**config.mk**
```make
export PLATFORM = sky130hd
export DESIGN_NAME = gio_group_irq
export DESIGN_NICKNAME = d
export VERILOG_FILES = /design/src/rtl/gio_pkg.sv /design/src/rtl/gio_regfile.sv /design/src/rtl/gio_group_lane.sv /design/src/rtl/gio_irq_merge.sv /design/src/rtl/gio_group_irq.sv
export SDC_FILE = /design/constraint.sdc
export NUM_CORES = 1
export LEC_CHECK = 0
export ABC_AREA = 1
export BUFFER_PORTS_ARGS = -buffer_cell sky130_fd_sc_hd__buf_2
export CORE_MARGIN = 5
export CORE_UTILIZATION = 45
export CTS_BUF_LIST = sky130_fd_sc_hd__clkbuf_4 sky130_fd_sc_hd__clkbuf_8 sky130_fd_sc_hd__clkbuf_16
export DETAILED_ROUTE_END_ITERATION = 10
export PLACE_DENSITY = 0.72
export SLEW_MARGIN = 10
export SYNTH_ARGS = -nofsm -noshare
export SYNTH_HDL_FRONTEND = slang
export SYNTH_SLANG_ARGS = --single-unit
```
**constraint.sdc**
```tcl
create_clock -name clk_i -period 1.65 [get_ports clk_i]
set_clock_uncertainty 0.2 [all_clocks]
set_input_delay 0.0825 -clock clk_i [delete_from_list [all_inputs] [get_ports clk_i]]
set_output_delay 0.0825 -clock clk_i [all_outputs]
set_load 0.05 [all_outputs]
```
**src/rtl/gio_pkg.sv**
```systemverilog
package gio_pkg;
  localparam int NGROUP  = 8;
  localparam int SEL_W   = 4;
  localparam int CODE_W  = 3;
  localparam int NCAND   = 1 << SEL_W;
  localparam int LANES   = 4;

  localparam logic [7:0] OFS_TRIG  = 8'd120;
  localparam logic [7:0] OFS_LSEL  = 8'd124;
  localparam logic [7:0] OFS_EN    = 8'd128;
  localparam logic [7:0] OFS_ACK   = 8'd132;
  localparam logic [7:0] OFS_RAW   = 8'd136;
  localparam logic [7:0] OFS_MSTAT = 8'd140;

  typedef enum logic [CODE_W-1:0] {
    TRIG_OFF  = 3'd0,
    TRIG_HIGH = 3'd1,
    TRIG_LOW  = 3'd2,
    TRIG_SET  = 3'd3,
    TRIG_RSV  = 3'd4,
    TRIG_RISE = 3'd5,
    TRIG_FALL = 3'd6,
    TRIG_ANY  = 3'd7
  } trig_e;

  function automatic logic code_is_edge(logic [CODE_W-1:0] c);
    return c[2] & (c[1:0] != 2'b00);
  endfunction
endpackage

```
**src/rtl/gio_regfile.sv**
```systemverilog
module gio_regfile
  import gio_pkg::*;
#(
  parameter int ADDR_W = 8,
  parameter int DATA_W = 32
) (
  input  logic                       clk_i,
  input  logic                       rst_ni,
  input  logic                       wr_i,
  input  logic                       rd_i,
  input  logic [ADDR_W-1:0]          addr_i,
  input  logic [DATA_W-1:0]          wdata_i,
  input  logic [NGROUP-1:0]          raw_i,
  input  logic [NGROUP-1:0]          mstat_i,
  output logic [NGROUP*CODE_W-1:0]   trig_o,
  output logic [NGROUP*SEL_W-1:0]    lsel_o,
  output logic [NGROUP-1:0]          en_o,
  output logic [NGROUP-1:0]          ack_o,
  output logic [DATA_W-1:0]          rdata_o,
  output logic                       rvalid_o
);
  localparam int TRIG_W = NGROUP * CODE_W;
  localparam int LSEL_W = NGROUP * SEL_W;

  logic [DATA_W-1:0] rd_mux;

  always_ff @(posedge clk_i) begin
    if (!rst_ni) begin
      trig_o <= '0;
      lsel_o <= '0;
      en_o   <= '0;
    end else if (wr_i) begin
      if (addr_i == OFS_TRIG) trig_o <= wdata_i[TRIG_W-1:0];
      if (addr_i == OFS_LSEL) lsel_o <= wdata_i[LSEL_W-1:0];
      if (addr_i == OFS_EN)   en_o   <= wdata_i[NGROUP-1:0];
    end
  end

  assign ack_o = (wr_i && addr_i == OFS_ACK) ? wdata_i[NGROUP-1:0] : '0;

  always_comb begin
    rd_mux = '0;
    unique case (addr_i)
      OFS_TRIG:  rd_mux[TRIG_W-1:0] = trig_o;
      OFS_LSEL:  rd_mux[LSEL_W-1:0] = lsel_o;
      OFS_EN:    rd_mux[NGROUP-1:0] = en_o;
      OFS_RAW:   rd_mux[NGROUP-1:0] = raw_i;
      OFS_MSTAT: rd_mux[NGROUP-1:0] = mstat_i;
      default:   rd_mux = '0;
    endcase
  end

  always_ff @(posedge clk_i) begin
    if (!rst_ni) begin
      rdata_o  <= '0;
      rvalid_o <= 1'b0;
    end else begin
      rvalid_o <= rd_i;
      if (rd_i) rdata_o <= rd_mux;
    end
  end
endmodule

```
**src/rtl/gio_group_lane.sv**
```systemverilog
module gio_group_lane
  import gio_pkg::*;
(
  input  logic              clk_i,
  input  logic              rst_ni,
  input  logic [NCAND-1:0]  cand_i,
  input  logic [SEL_W-1:0]  sel_i,
  input  trig_e             code_i,
  input  logic              ack_i,
  output logic              evt_o,
  output logic              raw_o
);
  logic src;
  logic sync1_q, sync2_q, prev_q;
  logic sticky_q;

  assign src = cand_i[sel_i];

  always_ff @(posedge clk_i) begin
    if (!rst_ni) begin
      sync1_q <= 1'b0;
      sync2_q <= 1'b0;
      prev_q  <= 1'b0;
    end else begin
      sync1_q <= src;
      sync2_q <= sync1_q;
      prev_q  <= sync2_q;
    end
  end

  always_comb begin
    unique case (code_i)
      TRIG_RISE: evt_o = sync2_q & ~prev_q;
      TRIG_FALL: evt_o = ~sync2_q & prev_q;
      TRIG_ANY:  evt_o = sync2_q ^ prev_q;
      default:   evt_o = 1'b0;
    endcase
  end

  // event has priority over a same-cycle acknowledge
  always_ff @(posedge clk_i) begin
    if (!rst_ni)                   sticky_q <= 1'b0;
    else if (!code_is_edge(code_i)) sticky_q <= 1'b0;
    else if (evt_o)                sticky_q <= 1'b1;
    else if (ack_i)                sticky_q <= 1'b0;
  end

  always_comb begin
    unique case (code_i)
      TRIG_HIGH: raw_o = sync2_q;
      TRIG_LOW:  raw_o = ~sync2_q;
      TRIG_SET:  raw_o = 1'b1;
      TRIG_RISE, TRIG_FALL, TRIG_ANY: raw_o = sticky_q;
      default:   raw_o = 1'b0;
    endcase
  end
endmodule

```
**src/rtl/gio_irq_merge.sv**
```systemverilog
module gio_irq_merge
  import gio_pkg::*;
(
  input  logic              clk_i,
  input  logic              rst_ni,
  input  logic [NGROUP-1:0] raw_i,
  input  logic [NGROUP-1:0] en_i,
  output logic [NGROUP-1:0] mstat_o,
  output logic              irq_o
);
  assign mstat_o = raw_i & en_i;

  always_ff @(posedge clk_i) begin
    if (!rst_ni) irq_o <= 1'b0;
    else         irq_o <= |mstat_o;
  end
endmodule

```
**src/rtl/gio_group_irq.sv**
```systemverilog
module gio_group_irq
  import gio_pkg::*;
#(
  parameter int NUM_PORTS = 3,
  parameter int PORT_W    = 32
) (
  input  logic                        clk_i,
  input  logic                        rst_ni,
  input  logic                        bus_wr_i,
  input  logic                        bus_rd_i,
  input  logic [7:0]                  bus_addr_i,
  input  logic [31:0]                 bus_wdata_i,
  output logic [31:0]                 bus_rdata_o,
  output logic                        bus_rvalid_o,
  input  logic [NUM_PORTS*PORT_W-1:0] pins_i,
  output logic                        irq_o
);
  localparam int NPINS = NUM_PORTS * PORT_W;

  logic [NGROUP*CODE_W-1:0]       trig_w;
  logic [NGROUP*SEL_W-1:0]        lsel_w;
  logic [NGROUP-1:0]              en_w;
  logic [NGROUP-1:0]              ack_w;
  logic [NGROUP-1:0]              evt_w;
  logic [NGROUP-1:0]              raw_w;
  logic [NGROUP-1:0]              mstat_w;
  logic [NGROUP-1:0][NCAND-1:0]   cand_w;

  gio_regfile #(.ADDR_W(8), .DATA_W(32)) u_regs (
    .clk_i    (clk_i),
    .rst_ni   (rst_ni),
    .wr_i     (bus_wr_i),
    .rd_i     (bus_rd_i),
    .addr_i   (bus_addr_i),
    .wdata_i  (bus_wdata_i),
    .raw_i    (raw_w),
    .mstat_i  (mstat_w),
    .trig_o   (trig_w),
    .lsel_o   (lsel_w),
    .en_o     (en_w),
    .ack_o    (ack_w),
    .rdata_o  (bus_rdata_o),
    .rvalid_o (bus_rvalid_o)
  );

  for (genvar g = 0; g < NGROUP; g++) begin : g_grp
    for (genvar v = 0; v < NCAND; v++) begin : g_cand
      localparam int PRT = v / LANES;
      localparam int LN  = v % LANES;
      localparam int IDX = PRT * PORT_W + LN * 8 + g;
      if (PRT < NUM_PORTS && (LN * 8 + g) < PORT_W && IDX < NPINS) begin : g_live
        assign cand_w[g][v] = pins_i[IDX];
      end else begin : g_tie
        assign cand_w[g][v] = 1'b0;
      end
    end

    gio_group_lane u_lane (
      .clk_i  (clk_i),
      .rst_ni (rst_ni),
      .cand_i (cand_w[g]),
      .sel_i  (lsel_w[g*SEL_W +: SEL_W]),
      .code_i (trig_e'(trig_w[g*CODE_W +: CODE_W])),
      .ack_i  (ack_w[g]),
      .evt_o  (evt_w[g]),
      .raw_o  (raw_w[g])
    );
  end

  gio_irq_merge u_merge (
    .clk_i   (clk_i),
    .rst_ni  (rst_ni),
    .raw_i   (raw_w),
    .en_i    (en_w),
    .mstat_o (mstat_w),
    .irq_o   (irq_o)
  );
endmodule

```
==> metrics.csv, run 1 <==
stage;metric;value;unit
job;max-cap check violation count;0;
layout;Layout fillers;1194;
place;GPL Wtd Cong;0.918;
timing;Max-slew headroom;77.9;%
clocking;clk_lat worst skew;420;ps
synthesis;Netlist cell types;27;
timing;minimum clock period;1540;ps
timing;total negative slack;0;ps
critical_path;r2r startpoint;u_regs.lsel_o[28];
clocking;CTS tree;done;
synthesis;Mapped Nets;1091;
critical_path;crit path buf inv count;5;
floorplan;die outline height;130;um
synthesis;Post-synth ARST share;0;%
synthesis;EDFF count, synth;0;
timing;RSZ-0062 raised after global routing;false;
timing;Hold Worst Slack;14.5;ps
synthesis;Synth area leaders;dfxtp_1 40%, o21ai_0 9.5%, nor2_1 9.1%;
critical_path;Critical Path Source Type;input pin;
route;number of iterations in the first detailed-routing pass;5;
floorplan;Die Area;16800;um2
critical_path;setup slack, reg-to-reg;150;ps
clocking;CTS root buf;clkbuf_16;
layout;multi-input logic area;3180;um2
grt;GRT overflow;0;
critical_path;Setup CP Type;in2reg;
floorplan;core footprint;14000;um2
clocking;CTS sink cnt;130;
critical_path;Worst path slowest cell;dlygate4sd3_1;
synthesis;Synth Flop Type;dfxtp_1;
power;Power Density;855;nW/um2
synthesis;leading area contributor after synthesis;dfxtp_1;
place;I/O Buffers;173;
route;DRT antenna net count;0;
floorplan;Initial Utilization;46.1;%
grt;global-route wire length before repair;33400;um
clocking;CTS Buffer Depth;2;
timing;pins over their slew limit;0;
synthesis;Netlist Area Pre-Place;6450;um2
layout;Reg area;2600;um2
critical_path;CP dominant cell by count;dlygate4sd3_1;
route;DRT iter0 DRCs;527;
floorplan;Top Ports;174;
timing;Fmax achieved;0.651;GHz
clocking;clock slew at reported path FFs;50;ps
critical_path;Max FO, Critical Path;58;
critical_path;Critical Path AT;1700;ps
synthesis;Synth top area share;40.3;%
grt;initial antenna violation count;0;
critical_path;CP Cell Sequence;dlygate4sd3_1 -> buf_2 -> buf_12 -> nand2_1 -> dlygate4sd3_1 -> inv_1;
critical_path;Critical Path RT;1810;ps
timing;endpoints failing hold;0;
layout;NumNets Final;1381;
synthesis;#FFs+latches synth;130;
place;post-detail-place hpwl;13400;um
floorplan;die width;130;um
grt;vias in the first global route;7091;
synthesis;top cells by count, synth;157 x nor2_1, 130 x dfxtp_1, 129 x inv_1;
critical_path;CP top delay family;buffers and inverters;
power;leakage dissipation;0.00405;uW
critical_path;CP Capture Type;flip-flop;
critical_path;FF-to-FF End;g_grp[7].u_lane.sync1_q;
critical_path;max incr delay on CP;570;ps
critical_path;length in cells of the worst reg-to-reg path;5;
timing;period utilization;93.1;%
grt;pin count of the biggest net entering global routing;87;
route;DR vias;7478;
clocking;Setup Fix Bufs, Post-CTS;0;
route;# DRC;0;
floorplan;row count;43;
min_path;Hold Path End;g_grp[1].u_lane.sticky_q;
status;status;finished, final reports clean;
synthesis;most numerous cell in the Yosys netlist;nor2_1;
power;VDD IR max;0.807;mV
layout;share of cells above drive strength 1;19.1;%
min_path;Cells on Worst Hold Path;5;
min_path;hold_sp;bus_addr_i[2];
min_path;Hold Crit Class;in2reg;
synthesis;sequential share of the synthesized area;40.3;%
timing;Finish-stage setup viols;0;
layout;Area Overhead vs Synth;44.7;%
clocking;H-tree depth;4;
synthesis;syn avg cell area;6.90;um2
route;vias per std cell;5.28;
grt;GR Util All Layers;24.9;%
clocking;Num CTS Buffers;17;
route;detailed-route wire length;20800;um
synthesis;Synth Instances;935;
synthesis;synth warn;0;
route;wire length per cell;14.7;um
timing;Worst-Margin Slew;332;ps
[worst register-to-register path: stages (launching register included)]
cell	delay, ps
dfxtp_1	370
inv_1	190
nor2_1	60
o22ai_1	190
nand3_1	90
a21oi_1	280
[sequential cells by signal, indices dropped and copies added (netlist names)]
register and cells:
u_regs.lsel_o 32, u_regs.rdata_o 32, u_regs.trig_o 24, g_grp.u_lane.prev_q 8, g_grp.u_lane.sticky_q 8, g_grp.u_lane.sync1_q 8
g_grp.u_lane.sync2_q 8, u_regs.en_o 8, u_merge.irq_o 1, u_regs.rvalid_o 1
[worst max path at each step]
stage	startpoint	endpoint	slack (ps)	depth (start not counted)
floorplan	bus_addr_i[0]	g_grp[1].u_lane.sticky_q	280	6
global placement	bus_addr_i[0]	u_regs.rdata_o[2]	90	10
detailed placement	bus_addr_i[7]	u_regs.lsel_o[18]	30	10
CTS	u_regs.trig_o[7]	u_regs.rdata_o[2]	160	8
global route	u_regs.lsel_o[24]	g_grp[6].u_lane.sync1_q	30	5
finish	bus_rd_i	u_regs.rvalid_o	110	6
[repair_timing]
action	CTS	global route
hold buffers	111	0
hold endpoints to repair	108	0
resized for setup	0	1
endpoints found under the setup margin	0	1
[placed cells by master (no fill, tap or decap), drive strengths merged, types with 24 or more instances in the layout]
cell / synthesis / final
nand3: 53 / 53
dlygate4sd3: 0 / 111
clkbuf: 22 / 24
nor2: 160 / 160
nand2: 105 / 105
inv: 130 / 130
dfxtp: 130 / 130
a21oi: 102 / 102
o21ai: 138 / 138
buf: 14 / 196
[cell families (layout without fill, tap and decap cells)]
group / count (synthesis) / after routing / synth area share [%]
buf+inv: 168 / 468 / 10.4
other cells: 0 / 2 / 0
simple gates: 333 / 333 / 21.6
fa+ha+maj: 16 / 16 / 3.10
flops: 130 / 130 / 40.3
compound gates: 288 / 288 / 24.5
[through the flow]
stage	worst slack [ps]	utilization [%]	std cells	area, um2	total power (uW)
6_report	114	66.7	1417	9330	7980
5_1_grt	25.9	66.7	1415	9330	8260
4_1_cts	163	66.7	1415	9330	8000
3_5_place_dp	28.8	54.4	1275	7610	3940
3_3_place_gp	88.8	54.4	1275	7610	3940
2_1_floorplan	275	-	935	6450	3640
[routing by layer]
metal / track usage (%) / share of wire (%) / vias up
met4: 11.2 / 3.2 / 0
li1: - / - / 3697
met2: 41.1 / 47 / 354
met3: 7.65 / 8.8 / 66
met5: 0 / 0 / -
met1: 29.8 / 41 / 3361
[final cells by class]
type	count	share of cell area, %
multi-input combinational	637	34.0
sequential	130	27.9
timing repair buffer	307	23.7
clock buffer	24	5.46
inverter	132	5.36
tap	180	2.41
clock inverter	5	1.07
antenna	2	0.0536
[power by group]
part	switching (uW)	internal (uW)	leakage, uW
registers	33.9	3200	0.00106
logic	449	419	0.00269
clock network	1300	2580	0.000305
(Power assumes the default switching activity.)
==> run 2: changes to the inputs <==
--- a/config.mk
+++ b/config.mk
@@ -7,11 +7,14 @@
 export LEC_CHECK = 0
 export ABC_AREA = 1
 export BUFFER_PORTS_ARGS = -buffer_cell sky130_fd_sc_hd__buf_2
-export CORE_MARGIN = 5
-export CORE_UTILIZATION = 45
+export CELL_PAD_IN_SITES_DETAIL_PLACEMENT = 0
+export CELL_PAD_IN_SITES_GLOBAL_PLACEMENT = 2
+export CORE_MARGIN = 2
+export CORE_UTILIZATION = 28
 export CTS_BUF_LIST = sky130_fd_sc_hd__clkbuf_4 sky130_fd_sc_hd__clkbuf_8 sky130_fd_sc_hd__clkbuf_16
 export DETAILED_ROUTE_END_ITERATION = 10
-export PLACE_DENSITY = 0.72
+export GPL_TIMING_DRIVEN = 0
+export PLACE_DENSITY = 0.81
 export SLEW_MARGIN = 10
 export SYNTH_ARGS = -nofsm -noshare
 export SYNTH_HDL_FRONTEND = slang
==> run 2 against run 1 <==
  * Clock-buffer cell count shrank 7
  * The flow now finishes with violations (hold timing)
  * Worst hold slack lost 53 ps
  * Maximum frequency shrank 2.4%
  * Critical path depth is the same
  * Setup slack lost 38 ps
  * First-iteration DRC count shrank 39%
  * Design area grew 2.4%
  * Clock power grew 1%
  * Combinational power grew 4.0%
  * Critical path type unchanged
  * Critical endpoint is now u_regs.lsel_o[14]
  * Via count shrank 2.5%
  * Wire length grew 17%
  * Cell count grew 9.4%
==> metrics.csv, run 2 (synthesized netlist as in run 1, its figures left out) <==
stage;metric;value;unit;change
status;status;complete, but fails checks;;was finished, final reports clean
status;failing checks;hold timing;;
floorplan;die outline height;156;um;was 130 um
min_path;Hold Path End;g_grp[1].u_lane.sticky_q;;unchanged
power;Overall Power;8050;uW;was 7980 uW
min_path;Cells on Worst Hold Path;5;;unchanged
route;highest routed layer;met4;;unchanged
grt;initial antenna violation count;0;;unchanged
clocking;Num CTS Buffers;17;;unchanged
route;DR vias;7289;;was 7478
layout;fin cells;1550;;was 1417
critical_path;Critical Path Source Type;input pin;;unchanged
route;# DRC;0;;unchanged
critical_path;Worst path slowest cell;dlygate4sd3_1;;unchanged
grt;global-route wire length before repair;38600;um;was 33400 um
job;max-cap check violation count;0;;unchanged
route;vias per std cell;4.70;;was 5.28
route;DRT iter0 DRCs;323;;was 527
timing;period utilization;95.4;%;was 93.1%
clocking;CTS root buf;clkbuf_16;;unchanged
critical_path;CP Capture Type;flip-flop;;unchanged
route;met3 WL post-DR;1450;um;was 1830 um
power;VDD IR max;0.500;mV;was 0.807 mV
clocking;CTS Hold Bufs;122;;was 111
place;post-detail-place hpwl;17600;um;was 13400 um
place;Place WS;-456;ps;was 28.8 ps
grt;pin count of the biggest net entering global routing;17;;was 87
floorplan;die width;156;um;was 130 um
floorplan;Initial Utilization;28.5;%;was 46.1%
timing;Worst-Margin Slew;908;ps;was 332 ps
layout;Area Overhead vs Synth;48.2;%;was 44.7%
layout;antenna fix cells;0;;was 2
critical_path;setup slack, reg-to-reg;120;ps;was 150 ps
route;number of iterations in the first detailed-routing pass;5;;unchanged
layout;share of cells above drive strength 1;19.4;%;was 19.1%
critical_path;Max FO, Critical Path;10;;was 58
layout;Util after Layout;42.2;%;was 66.7%
timing;Finish-stage setup viols;0;;unchanged
min_path;hold_sp;bus_addr_i[3];;was bus_addr_i[2]
place;placed insts;1391;;was 1275
route;Metal-1 WL;11300;um;was 8590 um
power;leakage dissipation;0.00404;uW;was 0.00405 uW
critical_path;Setup CP Type;in2reg;;unchanged
floorplan;row count;55;;was 43
place;I/O Buffers;171;;was 173
clocking;CTS sink cnt;130;;unchanged
critical_path;length in cells of the worst reg-to-reg path;8;;was 5
route;detailed-route wire length;24400;um;was 20800 um
critical_path;crit path buf inv count;3;;was 5
critical_path;FF-to-FF End;u_regs.rdata_o[0];;was g_grp[7].u_lane.sync1_q
grt;GR Util All Layers;20.5;%;was 24.9%
power;Power Density;842;nW/um2;was 855 nW/um2
grt;vias in the first global route;7318;;was 7091
layout;commonest non-fill, non-tap cells in the layout;181 x buf_2, 154 x nor2_1, 128 x inv_1;;was 173 x buf_2, 157 x nor2_1, 130 x dfxtp_1
timing;minimum clock period;1570;ps;was 1540 ps
min_path;Hold Crit Class;in2reg;;unchanged
critical_path;max incr delay on CP;590;ps;was 570 ps
clocking;CTS tree;done;;unchanged
clocking;clock slew at reported path FFs;60;ps;was 50 ps
critical_path;CP top delay family;buffers and inverters;;unchanged
floorplan;Die Area;24300;um2;was 16800 um2
timing;Final WS setup;75.9;ps;was 114 ps
timing;Fmax achieved;0.635;GHz;was 0.651 GHz
timing;pins over their slew limit;0;;unchanged
timing;endpoints failing hold;4;;was 0
critical_path;Critical Path AT;1730;ps;was 1700 ps
floorplan;core footprint;22600;um2;was 14000 um2
route;DRT antenna net count;0;;unchanged
clocking;H-tree depth;4;;unchanged
critical_path;CP Cell Sequence;buf_2 -> dlygate4sd3_1 -> nand2_4 -> o21ai_0 -> dlygate4sd3_1 -> a21oi_1;;was dlygate4sd3_1 -> buf_2 -> buf_12 -> nand2_1 -> dlygate4sd3_1 -> inv_1
layout;NumNets Final;1408;;was 1381
floorplan;Top Ports;174;;unchanged
critical_path;r2r startpoint;u_regs.trig_o[1];;was u_regs.lsel_o[28]
route;wire length per cell;15.7;um;was 14.7 um
layout;biggest regs;u_regs.lsel_o (32), u_regs.rdata_o (32), u_regs.trig_o (24);;unchanged
critical_path;Critical Path RT;1810;ps;about the same
critical_path;CP dominant cell by count;dlygate4sd3_1;;unchanged
layout;commonest non-fill, non-tap cell in the layout;buf_2;;unchanged
clocking;clk_lat worst skew;430;ps;was 420 ps
timing;Hold Worst Slack;-38.1;ps;was 14.5 ps
timing;Max-slew headroom;39.5;%;was 77.9%
place;GPL Wtd Cong;0.810;;was 0.918
grt;GRT overflow;0;;unchanged
route;routed wl met2;11200;um;was 9710 um
clocking;CTS Buffer Depth;2;;unchanged
==> run 2: through the flow <==
step                area [um2]  TNS, ps
floorplan                 6450        0
global placement          7660    -9660
detailed placement        7660    -9590
CTS                       9500        0
global route              9560    -1.06
finish                    9560        0
==> run 2: how the worst max path moves through the flow <==
stage,from,endpoint,slack [ps],depth (start not counted)
after floorplan,bus_addr_i[0],g_grp[1].u_lane.sticky_q,280,6
after global placement,bus_addr_i[4],g_grp[6].u_lane.sticky_q,-470,7
after detailed placement,bus_addr_i[4],g_grp[6].u_lane.sticky_q,-460,7
after CTS,u_regs.trig_o[6],u_regs.rdata_o[2],10,8
after global routing,bus_addr_i[0],u_regs.lsel_o[13],-1,10
final,bus_wr_i,u_regs.lsel_o[14],80,6
==> run 2: power by group <==
group	internal, uW	switching (uW)	leakage, uW
Sequential	3200	34.6	0.00106
Clock	2390	1530	0.000290
Combinational	427	476	0.00269
==> run 2: final cells by class <==
class                      count  area, um2
inverter                     132        500
timing repair buffer         298       2110
tap                          285        357
clock buffer                  17        425
buffer                        36        170
multi-input combinational    637       3190
clock inverter                15        184
fill                        2368      13100
sequential                   130       2620
==> run 2: what timing repair did <==
| action | in CTS | in global routing |
|---|---|---|
| setup endpoints to repair | 1 | 12 |
| setup buffers | 0 | 5 |
| pin swaps | 0 | 1 |
| hold endpoints to repair | 93 | 1 |
| resized for setup | 1 | 15 |
==> run 2: per-layer routing <==
| layer | track usage [%] | up-vias |
|---|---|---|
| li1 | - | 3750 |
| met2 | 34.2 | 207 |
| met4 | 6.12 | 0 |
| met1 | 26.1 | 3302 |
| met5 | 0 | - |
| met3 | 5.19 | 30 |
==> run 2: worst reg2reg max path, delay by kind of cell (launching register included) <==
family / cells / cell delay [ps]
simple gates: 7 / 660
compound gates: 1 / 140
flops: 1 / 450
==> run 3: changes to the inputs <==
==> constraint.sdc (replaced) <==
create_clock -name clk_i -period 1.65 [get_ports clk_i]
set_clock_uncertainty 0.2 [all_clocks]
set_input_delay 0 -clock clk_i [delete_from_list [all_inputs] [get_ports clk_i]]
set_output_delay 0 -clock clk_i [all_outputs]
set_load 0.005 [all_outputs]
==> run 3 against run 2 <==
  * Core utilization grew 0.48 points
  * Die area is the same
  * The run still ends with hold timing left
  * Maximum frequency shrank 1.2%
  * Combinational power shrank 8.3%
  * Cell count grew 0.65%
  * Total power shrank 0.80%
  * Via count grew 0.60%
  * Sequential cell count is the same
  * Sequential share of layout area shrank 0.35 points
  * Largest cell class unchanged
==> metrics.csv, run 3 (synthesized netlist as in run 1, its figures left out) <==
stage;metric;value;unit;change
floorplan;Initial Utilization;28.5;%;unchanged
timing;Max-slew headroom;23.7;%;was 39.5%
layout;antenna fix cells;0;;unchanged
critical_path;Critical Path RT;1770;ps;was 1810 ps
place;Area after DPL;7660;um2;unchanged
layout;NumNets Final;1418;;was 1408
grt;GR Util All Layers;20.7;%;was 20.5%
timing;Hold Worst Slack;-28.3;ps;was -38.1 ps
layout;design area;9670;um2;was 9560 um2
layout;Area Overhead vs Synth;49.9;%;was 48.2%
clocking;Num CTS Buffers;17;;unchanged
place;I/O Buffers;171;;unchanged
critical_path;Worst path slowest cell;nor3_1;;was dlygate4sd3_1
timing;minimum clock period;1590;ps;was 1570 ps
grt;initial antenna violation count;0;;unchanged
clocking;CTS sink cnt;130;;unchanged
power;VDD IR max;0.501;mV;was 0.500 mV
layout;commonest non-fill, non-tap cells in the layout;181 x buf_2, 154 x nor2_1, 137 x dlygate4sd3_1;;was 181 x buf_2, 154 x nor2_1, 128 x inv_1
power;Power Density;826;nW/um2;was 842 nW/um2
floorplan;die outline height;156;um;unchanged
clocking;H-tree depth;4;;unchanged
grt;met2 usage in global routing;34.8;%;was 34.2%
critical_path;Critical Path Source Type;input pin;;unchanged
power;leakage dissipation;0.00407;uW;was 0.00404 uW
critical_path;r2r startpoint;u_regs.trig_o[1];;unchanged
floorplan;die width;156;um;unchanged
route;number of iterations in the first detailed-routing pass;6;;was 5
timing;Fmax achieved;0.628;GHz;was 0.635 GHz
grt;pin count of the biggest net entering global routing;17;;unchanged
status;status;complete, but fails checks;;unchanged
clocking;clk_lat worst skew;430;ps;about the same
clocking;CTS tree;done;;unchanged
layout;commonest non-fill, non-tap cell in the layout;buf_2;;unchanged
layout;multi-input logic area;3190;um2;unchanged
critical_path;crit path buf inv count;1;;was 3
critical_path;Critical Path AT;1710;ps;was 1730 ps
timing;period utilization;96.5;%;was 95.4%
place;post-detail-place hpwl;17600;um;unchanged
route;DRT iter0 DRCs;364;;was 323
min_path;Hold Crit Class;in2reg;;unchanged
critical_path;CP Cell Sequence;buf_2 -> nor2_1 -> nand3_1 -> nor3_1 -> nand4_1 -> a21oi_1 -> nor2_1;;was buf_2 -> dlygate4sd3_1 -> nand2_4 -> o21ai_0 -> dlygate4sd3_1 -> a21oi_1
timing;pins over their slew limit;0;;unchanged
timing;endpoints failing hold;3;;was 4
route;DR vias;7333;;was 7289
route;wire length per cell;15.8;um;was 15.7 um
layout;Layout fillers;2368;;unchanged
timing;Worst-Margin Slew;1140;ps;was 908 ps
grt;most used routing layer;met2;;unchanged
grt;GRT overflow;0;;unchanged
critical_path;Setup CP Type;in2reg;;unchanged
route;DRT antenna net count;0;;unchanged
critical_path;CP dominant cell by count;nor2_1;;was dlygate4sd3_1
layout;biggest regs;u_regs.lsel_o (32), u_regs.rdata_o (32), u_regs.trig_o (24);;unchanged
timing;total negative slack;0;ps;unchanged
layout;share of cells above drive strength 1;18.7;%;was 19.4%
critical_path;setup slack, reg-to-reg;120;ps;about the same
critical_path;CP top delay family;simple AND/OR/NAND/NOR gates;;was buffers and inverters
clocking;clock slew at reported path FFs;60;ps;about the same
grt;GR Util met3;5.19;%;unchanged
critical_path;CP Capture Type;flip-flop;;unchanged
status;failing checks;hold timing;;unchanged
route;# DRC;0;;unchanged
floorplan;Top Ports;174;;unchanged
clocking;CTS root buf;clkbuf_16;;unchanged
floorplan;row count;55;;unchanged
timing;Finish-stage setup viols;0;;unchanged
floorplan;Die Area;24300;um2;unchanged
grt;vias in the first global route;7393;;was 7318
timing;RSZ-0062 raised after global routing;true;;
min_path;hold_sp;bus_addr_i[3];;unchanged
layout;Reg area;2610;um2;was 2620 um2
critical_path;max incr delay on CP;880;ps;was 590 ps
clocking;CTS Buffer Depth;2;;unchanged
critical_path;Critical path origin;bus_addr_i[4];;was bus_wr_i
place;GPL Wtd Cong;0.810;;unchanged
route;vias per std cell;4.70;;about the same
floorplan;core footprint;22600;um2;unchanged
grt;grt met1 use;26.2;%;was 26.1%
route;detailed-route wire length;24600;um;was 24400 um
job;max-cap check violation count;0;;unchanged
grt;global-route wire length before repair;38900;um;was 38600 um
critical_path;Max FO, Critical Path;8;;was 10
run 3: cell type report:
cell class	count	share of cell area, %
Clock buffer	17	4.40
Sequential cell	130	27.0
Timing Repair Buffer	308	23.0
Buffer	36	1.76
Inverter	132	5.18
Clock inverter	15	1.90
Tap cell	285	3.69
Multi-Input combinational cell	637	33.0
run 3: per-layer routing:
| metal | up-vias | share of wire (%) |
|---|---|---|
| li1 | 3769 | - |
| met1 | 3322 | 46 |
| met2 | 208 | 46 |
| met3 | 34 | 5.7 |
| met4 | 0 | 1.8 |
| met5 | - | 0 |
run 3: report_power, final:
group | total, uW | internal [uW] | switching [uW]
combinational | 828 | 448 | 380
clock | 3920 | 2390 | 1540
sequential | 3230 | 3200 | 34.8
total | 7990 | 6030 | 1950
run 3: final timing paths:
kind	to	depth (start not counted)
setup reg to reg	u_regs.rdata_o[0]	8
setup / recovery	g_grp[6].u_lane.sticky_q	7
hold / removal	g_grp[1].u_lane.sticky_q	5
hold reg to reg	g_grp[2].u_lane.sync2_q	2
run 3: worst min-delay path: stages:
cell     delay (ps)
buf_2           130
nor3_1          180
nand4_1         120
a21oi_1          60
nor2_1           70
run 3: what timing repair did:
action                     in CTS  in global routing
setup buffers                   0                  0
hold buffers                  137                  0
resized for setup               0                 13
hold endpoints to repair      112                  0
setup endpoints to repair       0                 11
run 3: through the flow:
| step | utilization, % | cells | hold slack [ps] | worst slack [ps] | total power (uW) |
|---|---|---|---|---|---|
| after global placement | 33.8 | 1391 | 72.9 | -385 | 3870 |
| after floorplan | - | 935 | -24.5 | 354 | 3540 |
| after detailed placement | 33.8 | 1391 | 76.3 | -373 | 3870 |
| after CTS | 42.6 | 1560 | -49.8 | 13.6 | 8040 |
| final | 42.7 | 1560 | -28.3 | 57.0 | 7990 |
| after global routing | 42.7 | 1560 | 6.78 | -50.8 | 8300 |
